==> config.mk <==
export PLATFORM = sky130hd
export DESIGN_NAME = colspc_hist
export DESIGN_NICKNAME = d
export VERILOG_FILES = /design/src/rtl/colspc_pkg.sv /design/src/rtl/colspc_hist.sv
export SDC_FILE = /design/constraint.sdc
export NUM_CORES = 1
export LEC_CHECK = 0
export CAP_MARGIN = 20
export CORE_AREA = 2 2 39 41
export CTS_CLUSTER_SIZE = 12
export DETAILED_ROUTE_END_ITERATION = 8
export DIE_AREA = 0 0 41 43
export GPL_TIMING_DRIVEN = 0
export SYNTH_ARGS = -nofsm -noshare
export SYNTH_HDL_FRONTEND = slang
export SYNTH_SLANG_ARGS = --single-unit
==> constraint.sdc <==
create_clock -name clk -period 3.09 [get_ports clk]
set_input_delay 0.618 -clock clk [delete_from_list [all_inputs] [get_ports clk]]
set_output_delay 0.618 -clock clk [all_outputs]
set_load 0.05 [all_outputs]
==> src/rtl/colspc_pkg.sv <==
package colspc_pkg;

    typedef enum logic [2:0] {
        CMD_NOP  = 3'd0,
        CMD_RD   = 3'd1,
        CMD_RDAP = 3'd2,
        CMD_WR   = 3'd3,
        CMD_WRAP = 3'd4,
        CMD_ACT  = 3'd5,
        CMD_PRE  = 3'd6,
        CMD_REF  = 3'd7
    } cmd_e;

    typedef enum logic [1:0] {
        ST_EMPTY    = 2'd0,
        ST_AFTER_RD = 2'd1,
        ST_AFTER_WR = 2'd2
    } hist_e;

    function automatic logic is_col(input logic [2:0] c);
        return (c == CMD_RD) || (c == CMD_RDAP) || (c == CMD_WR) || (c == CMD_WRAP);
    endfunction

    function automatic logic is_read(input logic [2:0] c);
        return (c == CMD_RD) || (c == CMD_RDAP);
    endfunction

endpackage

==> src/rtl/colspc_hist.sv <==
module colspc_hist
    import colspc_pkg::*;
#(
    parameter int CNT_W   = 4,
    parameter int CNT_MAX = 13
) (
    input  logic             clk,
    input  logic             rst_n,
    input  logic             iss_valid,
    input  logic [2:0]       iss_cmd,
    output hist_e            state,
    output logic [CNT_W-1:0] elapsed
);

    localparam logic [CNT_W-1:0] SAT = CNT_W'(CNT_MAX);

    hist_e state_nx;
    logic  col_issue;

    assign col_issue = iss_valid && is_col(iss_cmd);

    // next-state selection
    always_comb begin
        state_nx = state;
        unique case (state)
            ST_EMPTY, ST_AFTER_RD, ST_AFTER_WR: begin
                if (col_issue) begin
                    state_nx = is_read(iss_cmd) ? ST_AFTER_RD : ST_AFTER_WR;
                end
            end
            default: state_nx = ST_EMPTY;
        endcase
    end

    // state register
    always_ff @(posedge clk) begin
        if (!rst_n) begin
            state <= ST_EMPTY;
        end else begin
            state <= state_nx;
        end
    end

    // elapsed-cycle counter, saturating
    always_ff @(posedge clk) begin
        if (!rst_n) begin
            elapsed <= '0;
        end else if (col_issue) begin
            elapsed <= CNT_W'(1);
        end else if (state != ST_EMPTY && elapsed != SAT) begin
            elapsed <= elapsed + CNT_W'(1);
        end
    end

    a_r7_restart: assert property (@(posedge clk) disable iff (!rst_n)
        col_issue |=> (elapsed == CNT_W'(1)));

    a_r7_saturate: assert property (@(posedge clk) disable iff (!rst_n)
        (elapsed == SAT && !col_issue) |=> (elapsed == SAT));

    a_r8_hold: assert property (@(posedge clk) disable iff (!rst_n)
        !col_issue |=> $stable(state));

endmodule

==> results of run 1 <==
[registers in the layout, indices dropped and copies added (netlist names)]
register	count
state	2
elapsed	4
[worst reg2reg max path, stage by stage, from the launching register on]
cell	delay (ns)
dfxtp_1	0.39
inv_1	0.06
ha_1	0.21
nand3_1	0.14
a21boi_0	0.10
o31a_1	0.28
[layer usage]
metal	vias up	wire (um)
met5	-	0
met4	0	17
met3	2	62
met2	19	298
met1	141	345
li1	182	-
[cell usage in the layout, fill, tap and decap left out, drive strengths merged]
cell type	n
a211oi	1
and4b	1
a21o	1
o2111ai	1
clkbuf	4
inv	2
nand3	1
or4bb	1
and3b	1
a21boi	2
a21oi	3
or4b	1
nand2b	1
ha	2
clkdlybuf4s50	11
a311oi	2
nand2	2
or2	1
o31a	1
o21ai	1
nor2	2
dfxtp	6
a221oi	1
o211ai	2
nor3	1
xnor2	1
[power groups by stage]
stage / Combinational [uW] / Clock, uW / Sequential, uW
after CTS: 53.4 / 75.3 / 87.4
after global placement: 53.0 / 0 / 88.9
after detailed placement: 53.1 / 0 / 88.9
final: 53.3 / 72.1 / 87.3
after floorplan: 19.5 / 0 / 102
after global routing: 58.1 / 77.5 / 88.4
[final cells by class]
| type | instances | area [sq um] |
|---|---|---|
| tap | 16 | 20.0 |
| timing repair buffer | 11 | 110 |
| inverter | 2 | 7.51 |
| sequential | 6 | 120 |
| multi-input combinational | 30 | 220 |
| clock buffer | 3 | 22.5 |
| fill | 134 | 880 |
| buffer | 1 | 3.75 |
[kinds of logic after synthesis]
logic type / count (synthesis) / share of synthesized area [%]
flops: 6 / 34.2
compound gates: 15 / 31.0
xor+xnor: 1 / 2.49
buf+inv: 3 / 3.20
fa+ha+maj: 2 / 7.12
simple gates: 12 / 22.1
[path summary, 6_finish.rpt]
path | slack, ns | from | to
worst max-delay path | 0.98 | state[1] | state[1]
worst min-delay path | 0.53 | elapsed[3] | elapsed[3]
worst max register to register | 1.79 | elapsed[1] | elapsed[0]
worst min register to register | 0.53 | elapsed[3] | elapsed[3]
[metrics by stage]
step / cell area, sq um / utilization (%) / worst slack, ns / power [uW]
2_1_floorplan: 352 / - / 1.47 / 122
3_3_place_gp: 482 / 34.8 / 1.01 / 142
3_5_place_dp: 482 / 34.8 / 0.993 / 142
4_1_cts: 504 / 36.4 / 0.968 / 216
5_1_grt: 504 / 36.4 / 0.935 / 224
6_report: 504 / 36.4 / 0.981 / 213
==> flow_summary.yaml, run 1 <==
power:
  p_clk_share_pct: 33.9
  peakVddDrop_mv: 0.170
  seqPwrFrac_pct: 41.0
  swShare_pct: 29.8
  p_int_uw: 149
  cellPowerDensity_nw_per_um2: 422
  p_comb_share_pct: 25.1
  power.switching_uw: 63.3
  leakage_uw: 0.000183
global_route:
  grt-ovfl-total: 0
  grt_antenna_before_repair: 0
  grt_pass1_wl_mm: 1.19
  grt_busiest_layer: "met2"
  grt_pass1_vias: 312
  grt_start_max_net_pins: 7
  use_met3_pct: 3.14
  use_met2_pct: 14.7
  grt_usage_pct: 10.2
  use_met1_pct: 11.8
final_layout:
  nets: 63
  area_growth_pct: 43.4
  drive_above_1_share_pct: 5.66
  insertedDiodeCount: 0
  final_cells: 69
clocking:
  cts_root_buffer: "clkbuf_4"
  postCtsSetupBuffers: 0
  cts_buffer_depth: 2
  cts_resized: 0
  clk_pin_slew_ns: 0.05
  cts_tree: "built"
  hold_buffers: 0
  cts_sinks: 6
  cts_made_buffers: 3
  clock_latency_ns: 0.24
  htreeDepth: 1
timing:
  relSlewSlack_pct: 67.0
  max_freq_mhz: 474
  tightest_slew_ns: 0.493
  timing_hold_violations_final: 0
  setup-violations-final: 0
  finalCriticalPeriod_ns: 2.11
  hold_slack_ns: 0.527
  tns_ns: 0
  rsz0062_at_grt: "no"
  skew_ns: 0.00216
  fin_crit_sh_pct: 68.3
  slew_viol_final: 0
setup_path:
  crit_family: "buffers and inverters"
  crit_buf_inv: 1
  cpPeakStageDelay_ns: 0.84
  end_kind: "primary output"
  path_class: "flop to primary output"
  worst_ep_required_time_ns: 2.47
  path_cells: "clkdlybuf4s50_1"
  crit_fanout: 6
  start_kind: "flop"
  ff2ff_path_depth: 5
  worstPathArrival_ns: 1.49
  cp_slowest_cell: "clkdlybuf4s50_1"
  cp_num_cells: 1
logic_synthesis:
  async_reset_ff_share_pct: 0
  yosys.area.top_type: "dfxtp_1"
  yosys-top-cells-count: "dfxtp_1 (6), a21oi_1 (3)"
  synth_area_leaders: "dfxtp_1 (34%), ha_1 (7.1%), a311oi_1 (5.0%)"
  yosysWarnings: 0
  synth_nets: 47
  yosysMostFrequentCell: "dfxtp_1"
  yosysTopAreaCellShare_pct: 34.2
  ys_seq_area_share_pct: 34.2
  synth_enable_flop_cells: 0
  syn_inst: 39
  synth_seq_cells: 6
  synthDistinctLibCells: 25
  syn-cell-area_sq_um: 352
  synth_ff_type: "dfxtp_1"
  synth_area_per_cell_sq_um: 9.02
routing:
  ant_nets: 0
  drt_iter0_drc: 10
  drc: 0
  wl_per_cell_um: 10.5
  drtPass1Iterations: 4
  totalWireLength_um: 723
  via_per_inst: 4.99
  vias: 344
floorplan:
  start_util_pct: 25.4
  fp-row-count: 14
  ioPinCount: 12
  die_w_um: 41
  coreArea_sq_um: 1380
  die_h_um: 43
  dieArea_sq_um: 1760
hold_path:
  hold_depth: 2
  min_path_type: "flop to flop"
run_status:
  status: "finished clean"
place:
  place_congestion: 0.706
  dp_hpwl_um: 536
  portBuffers: 11
  dp_cells: 66
job:
  maxCapViolations: 0
No activity file was read; power rests on OpenSTA's default activity.
==> run 2, diff against run 1 <==
==> constraint.sdc (replaced) <==
create_clock -name clk -period 1.8 [get_ports clk]
set_input_delay 0.36 -clock clk [delete_from_list [all_inputs] [get_ports clk]]
set_output_delay 0.36 -clock clk [all_outputs]
set_load 0.05 [all_outputs]
==> run 2 against run 1 <==
  * Worst setup slack lost 0.77 ns
  * Global-route usage grew 0.10 points
  * Combinational power grew 63%
  * Sequential cell count is the same
  * Cell count is the same
  * Final area shrank 1.5%
  * Clock-buffer cell count is the same
  * Critical path type is now input port to flop
  * Largest cell class unchanged
==> flow_summary.yaml, run 2 (synthesis results as in run 1) <==
power:
  seqPwrFrac_pct: 41.5
  swShare_pct: 30.1
  p_int_uw: 252
  cellPowerDensity_nw_per_um2: 725
  peakVddDrop_mv: 0.292
  p_clk_share_pct: 34.3
  p_comb_share_pct: 24.1
  power.switching_uw: 108
  leakage_uw: 0.000209
setup_path:
  worst_ep_required_time_ns: 1.91
  end_kind: "flop"
  cp_slowest_cell: "or4bb_1"
  start_kind: "input port"
  crit_buf_inv: 1
  crit_family: "simple AND/OR/NAND/NOR gates"
  path_cells: "clkdlybuf4s50_1 -> or4bb_1 -> o211ai_1 -> a311oi_1"
  ff2ff_setup_slack_ns: 0.50
  cpPeakStageDelay_ns: 0.54
  path_class: "input port to flop"
  crit_fanout: 5
  worstPathArrival_ns: 1.70
clocking:
  cts_sinks: 6
  cts_buffer_depth: 2
  clk_pin_slew_ns: 0.05
  cts_root_buffer: "clkbuf_4"
  hold_buffers: 0
  htreeDepth: 1
  cts_made_buffers: 3
  cts_tree: "built"
  clock_latency_ns: 0.24
final_layout:
  final_cells: 69
  final_cell_mix: "dfxtp_1 (6), dlygate4sd2_1 (6), clkdlybuf4s50_1 (5)"
  largest_reg_flops: 4
  drive_above_1_share_pct: 5.66
  fin_area_sq_um: 497
  insertedDiodeCount: 0
  nets: 63
  largest_register: "elapsed"
  reg_top3: "elapsed (4), state (2)"
  area_growth_pct: 41.3
place:
  dp_cells: 66
  dp_hpwl_um: 536
  portBuffers: 11
  place_area_sq_um: 482
  place_congestion: 0.706
run_status:
  status: "finished clean"
routing:
  wl_met1_um: 345
  top_layer: "met4"
  via_per_inst: 4.99
  vias: 344
  wl_met2_um: 298
  wl_per_cell_um: 10.5
  drt_iter0_drc: 10
  drtPass1Iterations: 4
  drc: 0
  totalWireLength_um: 724
  dr_wl_met3_um: 63
  ant_nets: 0
timing:
  setup-violations-final: 0
  rsz0062_at_grt: "no"
  skew_ns: 0.00216
  finalCriticalPeriod_ns: 1.59
  tns_ns: 0
  max_freq_mhz: 628
  timing_hold_violations_final: 0
  tightest_slew_ns: 0.488
  fin_crit_sh_pct: 88.5
  relSlewSlack_pct: 67.6
  slew_viol_final: 0
floorplan:
  start_util_pct: 25.4
  dieArea_sq_um: 1760
  die_h_um: 43
  die_w_um: 41
  ioPinCount: 12
  fp-row-count: 14
  coreArea_sq_um: 1380
global_route:
  grt_usage_pct: 10.3
  grt_start_max_net_pins: 7
  grt-ovfl-total: 0
  grt_pass1_wl_mm: 1.20
  grt_pass1_vias: 314
  grt_antenna_before_repair: 0
hold_path:
  min_path_type: "flop to flop"
job:
  maxCapViolations: 0
-- run 2: cell count changes in the layout (fill, tap and decap cells not counted), sizes merged --
cell	before	now
clkdlybuf4s50	11	5
dlygate4sd2	0	6
-- run 2: metal layers --
metal / GRT usage, % / up-vias
met4: 8.00 / 0
met3: 3.14 / 2
li1: - / 182
met5: 0 / -
met1: 12.1 / 141
met2: 14.7 / 19
-- run 2: stage by stage --
step / utilization, % / setup slack, ns / total power [uW] / hold slack [ns]
2_1_floorplan: - / 0.182 / 209 / 0.488
3_3_place_gp: 34.8 / -0.0224 / 244 / 0.506
3_5_place_dp: 34.8 / -0.0389 / 244 / 0.519
4_1_cts: 35.9 / 0.223 / 366 / 0.523
5_1_grt: 35.9 / 0.127 / 379 / 0.549
6_report: 35.9 / 0.207 / 360 / 0.524
-- run 2: worst paths after layout --
path / start / to / cells after the start
max: iss_cmd[2] / elapsed[1] / 4
min: elapsed[3] / elapsed[3] / 2
max reg2reg: elapsed[1] / elapsed[0] / 5
min reg2reg: elapsed[3] / elapsed[3] / 2
-- run 2: tightest hold or removal path: stages (launching register included) --
cell and delay, ns:
dfxtp_1 0.33, inv_1 0.08, a211oi_1 0.06
-- run 2: cell type report --
class                   instances  area (sq um)
fillers                       134           887
inverters                       2          7.51
plain buffers                   1          3.75
clock buffers                   3          22.5
multi-input cells              30           220
repair buffers                 11           103
flip-flops and latches          6           120
well taps                      16          20.0
-- run 2: repair_timing --
action,in CTS,in global routing
gates resized for setup,6,0
endpoints found under the setup margin,6,0
setup buffers,0,0
-- run 2: power by group through the flow --
stage / logic (uW) / registers [uW] / clock network [uW]
global placement: 91.1 / 153 / 0
finish: 86.8 / 150 / 124
detailed placement: 91.2 / 153 / 0
CTS: 87.0 / 150 / 129
floorplan: 33.5 / 175 / 0
global route: 94.9 / 151 / 133
